==> src/rtl/swcc_pkg.sv <==
// Shared types for the shared-written classification controller.
// Assumes: operation codes are fixed by the requester interface.
package swcc_pkg;

    typedef enum logic [1:0] {
        OP_READ     = 2'd0,
        OP_WRITE    = 2'd1,
        OP_L1_EVICT = 2'd2,
        OP_L2_EVICT = 2'd3
    } req_op_e;

    // Per-line record: presence, sticky shared, sticky written, token at bank.
    typedef struct packed {
        logic vld;
        logic shr;
        logic wrt;
        logic tok;
    } line_state_t;

endpackage

==> src/rtl/swcc_line_table.sv <==
// Directly indexed table of per-line classification records.
// Assumes: one read port used combinationally, one write per cycle.
module swcc_line_table
    import swcc_pkg::*;
#(
    parameter int LINES = 16,
    localparam int IDX_W = $clog2(LINES)
) (
    input  logic              clk,
    input  logic              rst_n,
    input  logic [IDX_W-1:0]  rd_idx,
    output line_state_t       rd_state,
    input  logic              we,
    input  logic [IDX_W-1:0]  wr_idx,
    input  line_state_t       wr_state
);

    line_state_t ent_q [LINES];

    for (genvar i = 0; i < LINES; i++) begin : g_ent
        logic hit;
        assign hit = we && (wr_idx == IDX_W'(i));

        // Hold one line's record; reset forgets it.
        always_ff @(posedge clk) begin
            if (!rst_n)   ent_q[i] <= '0;
            else if (hit) ent_q[i] <= wr_state;
        end


        sticky_srw_chk: assert property (@(posedge clk) disable iff (!rst_n)
            (hit && ent_q[i].vld && ent_q[i].shr && ent_q[i].wrt && wr_state.vld)
            |=> (ent_q[i].vld && ent_q[i].shr && ent_q[i].wrt));
    end

    // Read the addressed record.
    assign rd_state = ent_q[rd_idx];

endmodule

==> src/rtl/swcc_classify.sv <==
// Combinational decision for one request against one line record.
// Assumes: has_tok is truthful; record comes from the table this cycle.
module swcc_classify
    import swcc_pkg::*;
(
    input  req_op_e      op,
    input  logic         has_tok,
    input  line_state_t  cur,
    output line_state_t  nxt,
    output logic         need_bcast,
    output logic         cacheable,
    output logic         tok_grant,
    output logic         wr_ack
);

    logic srw;
    logic foreign;

    assign srw     = cur.vld && cur.shr && cur.wrt;
    assign foreign = !has_tok && !cur.tok;

    // Derive next record and answer bits from operation and current class.
    always_comb begin
        nxt        = cur;
        need_bcast = 1'b0;
        cacheable  = 1'b0;
        tok_grant  = 1'b0;
        wr_ack     = 1'b0;
        unique case (op)
            OP_READ: begin
                if (!cur.vld) begin
                    nxt       = '{vld: 1'b1, shr: 1'b0, wrt: 1'b0, tok: 1'b0};
                    cacheable = 1'b1;
                    tok_grant = 1'b1;
                end else if (srw) begin
                    cacheable = 1'b0;
                end else if (cur.tok) begin
                    nxt.tok   = 1'b0;
                    cacheable = 1'b1;
                    tok_grant = 1'b1;
                end else if (has_tok) begin
                    cacheable = 1'b1;
                end else begin
                    nxt.shr = 1'b1;
                    if (cur.wrt) begin
                        nxt.tok    = 1'b1;
                        need_bcast = 1'b1;
                    end else begin
                        cacheable = 1'b1;
                    end
                end
            end
            OP_WRITE: begin
                if (!cur.vld) begin
                    nxt       = '{vld: 1'b1, shr: 1'b0, wrt: 1'b1, tok: 1'b0};
                    cacheable = 1'b1;
                    tok_grant = 1'b1;
                    wr_ack    = 1'b1;
                end else if (srw) begin
                    wr_ack = 1'b1;
                end else if (cur.shr || foreign) begin
                    nxt.shr    = 1'b1;
                    nxt.wrt    = 1'b1;
                    nxt.tok    = 1'b1;
                    need_bcast = 1'b1;
                    wr_ack     = 1'b1;
                end else begin
                    wr_ack    = !cur.wrt;
                    nxt.wrt   = 1'b1;
                    cacheable = 1'b1;
                    if (cur.tok) begin
                        nxt.tok   = 1'b0;
                        tok_grant = 1'b1;
                    end
                end
            end
            OP_L1_EVICT: begin
                if (cur.vld && !cur.shr && has_tok && !cur.tok) nxt.tok = 1'b1;
            end
            OP_L2_EVICT: begin
                nxt = '0;
            end
            default: nxt = cur;
        endcase
    end

endmodule

==> src/rtl/swcc_ctrl.sv <==
// Per-line shared/written classification controller for one cache bank.
// Takes one request per cycle, answers one cycle later, and holds a
// request that needs a broadcast invalidation until the bus grants it;
// the line update is committed in the grant cycle.
// Assumes: stalled requests are held stable by the requester.
module swcc_ctrl
    import swcc_pkg::*;
#(
    parameter int LINES = 16,
    parameter int CORES = 4,
    localparam int IDX_W  = $clog2(LINES),
    localparam int CORE_W = $clog2(CORES)
) (
    input  logic              clk,
    input  logic              rst_n,
    input  logic              req_valid,
    output logic              req_ready,
    input  logic [1:0]        req_op,
    input  logic [IDX_W-1:0]  req_idx,
    input  logic [CORE_W-1:0] req_core,
    input  logic              req_has_tok,
    output logic              rsp_valid,
    output logic [CORE_W-1:0] rsp_core,
    output logic              rsp_cacheable,
    output logic              rsp_tok_grant,
    output logic              rsp_wr_ack,
    output logic              bcast_req,
    output logic [IDX_W-1:0]  bcast_idx,
    input  logic              bcast_gnt
);

    line_state_t cur_st;
    line_state_t nxt_st;
    logic        need_bcast;
    logic        d_cache;
    logic        d_grant;
    logic        d_ack;
    logic        acc;

    swcc_line_table #(.LINES(LINES)) i_table (
        .clk      (clk),
        .rst_n    (rst_n),
        .rd_idx   (req_idx),
        .rd_state (cur_st),
        .we       (acc),
        .wr_idx   (req_idx),
        .wr_state (nxt_st)
    );

    swcc_classify i_classify (
        .op         (req_op_e'(req_op)),
        .has_tok    (req_has_tok),
        .cur        (cur_st),
        .nxt        (nxt_st),
        .need_bcast (need_bcast),
        .cacheable  (d_cache),
        .tok_grant  (d_grant),
        .wr_ack     (d_ack)
    );

    // Broadcast request and acceptance: stall only while the bus is not granted.
    assign bcast_req = req_valid && need_bcast;
    assign bcast_idx = req_idx;
    assign req_ready = !bcast_req || bcast_gnt;
    assign acc       = req_valid && req_ready;

    // Register the answer for the accepted request.
    always_ff @(posedge clk) begin
        if (!rst_n) begin
            rsp_valid     <= 1'b0;
            rsp_core      <= '0;
            rsp_cacheable <= 1'b0;
            rsp_tok_grant <= 1'b0;
            rsp_wr_ack    <= 1'b0;
        end else begin
            rsp_valid     <= acc;
            rsp_core      <= acc ? req_core : '0;
            rsp_cacheable <= acc && d_cache;
            rsp_tok_grant <= acc && d_grant;
            rsp_wr_ack    <= acc && d_ack;
        end
    end


    bcast_rsp_chk: assert property (@(posedge clk) disable iff (!rst_n)
        (bcast_req && bcast_gnt) |=> (rsp_valid && !rsp_cacheable && !rsp_tok_grant));


    grant_cacheable_chk: assert property (@(posedge clk) disable iff (!rst_n)
        rsp_tok_grant |-> (rsp_valid && rsp_cacheable));


    stall_cause_chk: assert property (@(posedge clk) disable iff (!rst_n)
        !req_ready |-> (bcast_req && !bcast_gnt));


    ack_after_write_chk: assert property (@(posedge clk) disable iff (!rst_n)
        rsp_wr_ack |-> ($past(req_op) == 2'd1));

endmodule

==> config.mk <==
export PLATFORM = sky130hd
export DESIGN_NAME = swcc_ctrl
export DESIGN_NICKNAME = d
export VERILOG_FILES = /design/src/rtl/swcc_pkg.sv /design/src/rtl/swcc_line_table.sv /design/src/rtl/swcc_classify.sv /design/src/rtl/swcc_ctrl.sv
export SDC_FILE = /design/constraint.sdc
export NUM_CORES = 1
export LEC_CHECK = 0
export BUFFER_PORTS_ARGS = -buffer_cell sky130_fd_sc_hd__buf_4
export CAP_MARGIN = 20
export CORE_ASPECT_RATIO = 0.8
export CORE_MARGIN = 2
export CORE_UTILIZATION = 60
export CTS_CLUSTER_DIAMETER = 40
export DETAILED_ROUTE_END_ITERATION = 10
export PLACE_DENSITY = 0.81
export SYNTH_ARGS = -nofsm -noshare
export SYNTH_HDL_FRONTEND = slang
export SYNTH_SLANG_ARGS = --single-unit
==> constraint.sdc <==
create_clock -name clk -period 4.5 [get_ports clk]
set_clock_uncertainty 0.15 [all_clocks]
set_input_delay 0 -clock clk [delete_from_list [all_inputs] [get_ports clk]]
set_output_delay 0 -clock clk [all_outputs]
set_load 0.01 [all_outputs]
# --- Word level (Yosys, flattened, before mapping) ---
# Memories as Yosys holds them, arrays and structs flattened.
# Cells that the tools add are included.
word_totals:
  mem_count: 1
  wordCells: 185
  output_inout_bits: 12
  input_bits: 13
  mem_bits_rw: 64
  register_bits: 6
op_classes:
  n_eq_ne: 18
  reduce_logical: 37
  bitwise: 16
  mux: 108
memory_table:
  columns: ["name", "depth", "width", "read_ports", "rd_ports_with_merged_regs", "wr", "line", "text"]
  rows:
  - ["i_table.ent_q", 16, 4, 1, 0, 16, "swcc_line_table.sv:18", "line_state_t ent_q [LINES];"]
op_table:
  columns: ["operator", "count"]
  rows:
  - ["1-bit two-way mux", 85]
  - ["4-bit two-way mux", 16]
  - ["4-bit == test, second input constant", 8]
  - ["1-bit logical AND", 27]
  - ["4-bit by 3-bit == test with 1-bit output, second input constant", 4]
  - ["1-bit OR", 16]
  - ["3-bit one-hot mux with 3 select lines", 1]
  - ["4-bit by 2-bit == test with 1-bit output, second input constant", 2]
  - ["3-bit two-way mux", 2]
  - ["1-bit one-hot mux with 2 select lines", 3]
  - ["1-bit zero test", 5]
  - ["2-bit == test, second input constant", 2]
  - ["4-bit by 1-bit == test with 1-bit output, second input constant", 1]
  - ["4-bit zero test", 1]
  - ["1-bit one-hot mux with 4 select lines", 1]
  - ["2-bit by 1-bit == test with 1-bit output, second input constant", 1]
  - ["2-bit zero test", 1]
  - ["1-bit logical OR", 2]
  - ["2-bit AND reduction", 1]

# --- Longest topological paths before layout ---
# An unclocked memory read counts as a cell.
logic_depth:
  word_depth: 17
  mapped_depth: 11
  ltp_nobuf: 8

# --- Cells and area by module ---
# From an unflattened synthesis, not the netlist that was laid out.
unflattened:
  cells_unflattened: 263
  hier_area_um2: 3527.1
by_module_without_submodules:
  columns: ["module", "n_inst", "cells_per_inst", "seq_area_each_um2", "area_per_inst_um2"]
  rows:
  - ["swcc_line_table", 1, 218, 1921.8, 3129.3]
  - ["swcc_ctrl", 1, 21, 120.1, 259.0]
  - ["swcc_classify", 1, 24, 0.0, 138.9]

# --- Worst setup path before layout ---
# No wires, ideal clock.
synth_timing:
  kind: "flip-flop to flip-flop"
  start: "memory i_table.ent_q[3][0] (netlist name)"
  end: "memory i_table.ent_q[4][0] (netlist name) (enable)"
  synth_period_minus_slack_ns: 3.017
  slack_ns: 1.483
  required_ns: 4.049
  arrival_time_ns: 2.566
  path_stages_with_launch: 8
  setup_ns: 0.301
  n_path_buf: 1
  path_cell_list: "edfxtp_1 -> mux4_1 -> mux2_2 -> and3_1 -> a2111o_1 -> o41ai_4 -> buf_2 -> o21ai_0"
synth_rtl:
  columns: ["element", "line"]
  rows:
  - ["start: declaration", "swcc_line_table.sv:18"]

# --- Worst setup path in the final report ---
layout_timing:
  start: "memory i_table.ent_q[2][0] (netlist name)"
  end: "register rsp_wr_ack"
layout_via:
  elab_chain_cells: 13
  word_cells_on_any_way: 20
  cone_classes: "mux: 11; reduce/logical: 8; memory: 1"
layout_rtl:
  columns: ["element", "line", "text"]
  rows:
  - ["memory 16 x 4 bit (*)", null, null]
  - ["1-bit zero test", "swcc_classify.sv:20", "assign foreign = !has_tok && !cur.tok;"]
  - ["1-bit logical AND", "swcc_classify.sv:20", null]
  - ["1-bit logical OR", "swcc_classify.sv:61", "end else if (cur.shr || foreign) begin"]
  - ["1-bit two-way mux", "swcc_classify.sv:61", null]
  - ["1-bit two-way mux", "swcc_classify.sv:59", "end else if (srw) begin"]
  - ["1-bit two-way mux", "swcc_classify.sv:54", "if (!cur.vld) begin"]
  - ["1-bit one-hot mux with 2 select lines", "swcc_classify.sv:29", "unique case (op)"]
  - ["1-bit logical AND", "swcc_ctrl.sv:62", "assign bcast_req = req_valid && need_bcast;"]
  - ["1-bit zero test", "swcc_ctrl.sv:64", "assign req_ready = !bcast_req || bcast_gnt;"]
  - ["1-bit logical OR", "swcc_ctrl.sv:64", null]
  - ["1-bit logical AND", "swcc_ctrl.sv:65", "assign acc = req_valid && req_ready;"]
  - ["1-bit logical AND (*)", "swcc_ctrl.sv:80", "rsp_wr_ack <= acc && d_ack;"]
  - ["end signal: assignment", "swcc_ctrl.sv:80", null]
  - ["end: declaration", "swcc_ctrl.sv:26", "output logic rsp_wr_ack,"]
# Mark *: on every way between the ends. The rest lies on a longest branch, timed or not.
# A chain may end at the register's enable or synchronous reset.

==> results.tsv <==
metric	value	unit
port_buffers	24	
r2r-start	i_table.ent_q[2][0]	
critPathMaxFanout	50	
grt_util_met2	39.6	%
overflow	0	
area_delta_synth_final	10.3	%
grt_usage	26.4	%
hold_ws	31.3	ps
hold_viol	0	
ir_worst_vdd	0.000225	V
initial_core_util	61.4	%
grtUsageMet1	37.5	%
synth-edff-count	64	
cts-root-buf	clkbuf_8	
leakage	1.38	nW
crit_cells	9	
postSynth.asyncResetShare	0	%
drive_gt1_share	22.5	%
path_class	reg -> reg	
place.gp.congestion	0.890	
drc	0	
cp_cell_sequence	mux4_1 -> mux2_2 -> and3_1 -> a2111o_1 -> o41ai_4 -> buf_4 -> or2_1 -> nor3_1 -> dlygate4sd3_1	
crit_arrival	3950	ps
drt-total-wl	7870	um
hold_depth	2	
wl_per_cell	20.1	um
critPathRequiredTime	4590	ps
p_per_area	347	mW/mm2
cts_setup_buffers	0	
vias_per_cell	6.27	
yosys.area.top_type	edfxtp_1	
fmax	259	MHz
clkSinkCount	70	
dpl.hpwl	5270	um
rsz0062_at_grt	false	
ctsHoldBuffers	6	
drt_iter0_drc	281	
ys_types	44	
ys_ff_latch	70	
grtUsageMet3	9.50	%
ys_top_cells_by_area	edfxtp_1, mux4_2, nor3_1	
crit_path_end_kind	register	
die_w	90.5	um
finalSetupViolations	0	
setup_tns	0	ps
antenna_found_initial	0	
yosysSeqAreaShare	56.9	%
place_area	0.00373	mm2
busiest_layer	met2	
critPathLaunchType	register	
fin_crit_sh	85.7	%
ios	25	
relSlewSlack	47.7	%
placementRows	25	
clkTransAtPathRegs	80	ps
core_area	0.00585	mm2
slew_violations	0	
antenna_cells	0	
clock_path_buffers	2	
critical-path-top-delay-family	buffers and inverters	
final_cell_mix	edfxtp_1, nor2_1, nor3_1	
die_h	73.2	um
worst_pin_slew	779	ps
post_cts_resized	0	
yosysTopAreaCellShare	53.5	%
grt_max_degree	51	
critPathBufInv	2	
finalWorstPathRequiredPeriod	3860	ps
ys_warn_count	0	
grt_pass1_vias	2308	
cts_tree	built	
netlist_area	0.00359	mm2
clk_latency	350	ps
cp_slowest_cell	dlygate4sd3_1	
finalInstanceArea	0.00396	mm2
maxCapViolations	0	
htree_levels	3	
firstDrtPassIters	7	
crit_start	i_table.ent_q[2][0]	
numCtsBuffers	9	
synth_area_per_cell	12.5	um2
vias	2457	
antenna_left	0	
grt_pass1_wl	12800	um
synth_cells	287	
final_net_count	319	
min_from	rst_n	
synthesis.nets	300	
dieArea	0.00662	mm2
reg2reg_depth	9	
synth-main-ff-cell	edfxtp_1	
hold_class	in -> reg	
critPathMaxStageDelay	550	ps
layout_commonest_cell	edfxtp_1	
outcome	complete, no violations	
## sequential cells by signal (all words and copies together), names as in the netlist
signal and cells:
i_table.ent_q 64, rsp_core 2, rsp_cacheable 1, rsp_tok_grant 1, rsp_valid 1, rsp_wr_ack 1
## cell usage after synthesis, types with 2 or more instances
cell / number
a21oi_1: 2
and2_1: 3
and3_1: 2
buf_2: 6
buf_4: 5
buf_6: 4
clkbuf_1: 8
dfxtp_1: 6
edfxtp_1: 64
inv_1: 4
mux2_2: 3
mux2i_1: 14
mux4_1: 3
mux4_2: 9
nand2_1: 22
nand2b_1: 4
nand3_1: 7
nor2_1: 35
nor2b_1: 3
nor3_1: 31
nor3_2: 10
nor3b_1: 2
o21ai_0: 9
o31ai_1: 7
o41ai_1: 2
or2_1: 2
or3_1: 3
## worst paths after layout
kind	slack, ps	end
worst min register to register	1040	rsp_tok_grant
worst min-delay path	30	i_table.ent_q[3][2]
worst max register to register	640	rsp_wr_ack
worst max-delay path	640	rsp_wr_ack
## per-stage QoR
stage,total power [mW],instances,worst slack [ps],utilization (%)
after global placement,0.929,370,766,63.7
final,1.37,392,643,67.7
after floorplan,0.885,287,1480,-
after global routing,1.42,392,477,67.7
after detailed placement,0.932,370,677,63.7
after CTS,1.38,392,639,67.7
## cell families after synthesis
kind of cell	after synthesis	synth area share, %
mux	30	13.1
buf+inv	30	5.16
flops	70	56.9
simple gates	127	18.1
compound gates	30	6.76
## power breakdown
group | internal [mW] | switching [mW] | leakage [nW] | total (mW)
registers | 0.735 | 0.00907 | 0.713 | 0.744
clock network | 0.202 | 0.247 | 0.0895 | 0.449
logic | 0.0668 | 0.115 | 0.575 | 0.181
total | 1.00 | 0.371 | 1.38 | 1.37
## layout make-up
| class | count | area [um2] |
|---|---|---|
| clock buffers | 9 | 124 |
| clock inverters | 7 | 47.5 |
| fillers | 412 | 1890 |
| inverters | 5 | 18.8 |
| multi-input cells | 187 | 1360 |
| flip-flops and latches | 70 | 2040 |
| well taps | 81 | 101 |
| repair buffers | 33 | 263 |
## layer usage
layer	vias to the layer above	wire, um
li1	1120	-
met1	1150	3290
met2	173	3560
met4	0	105
met5	-	0
met3	14	912
Power figures use the tool's default switching activity.
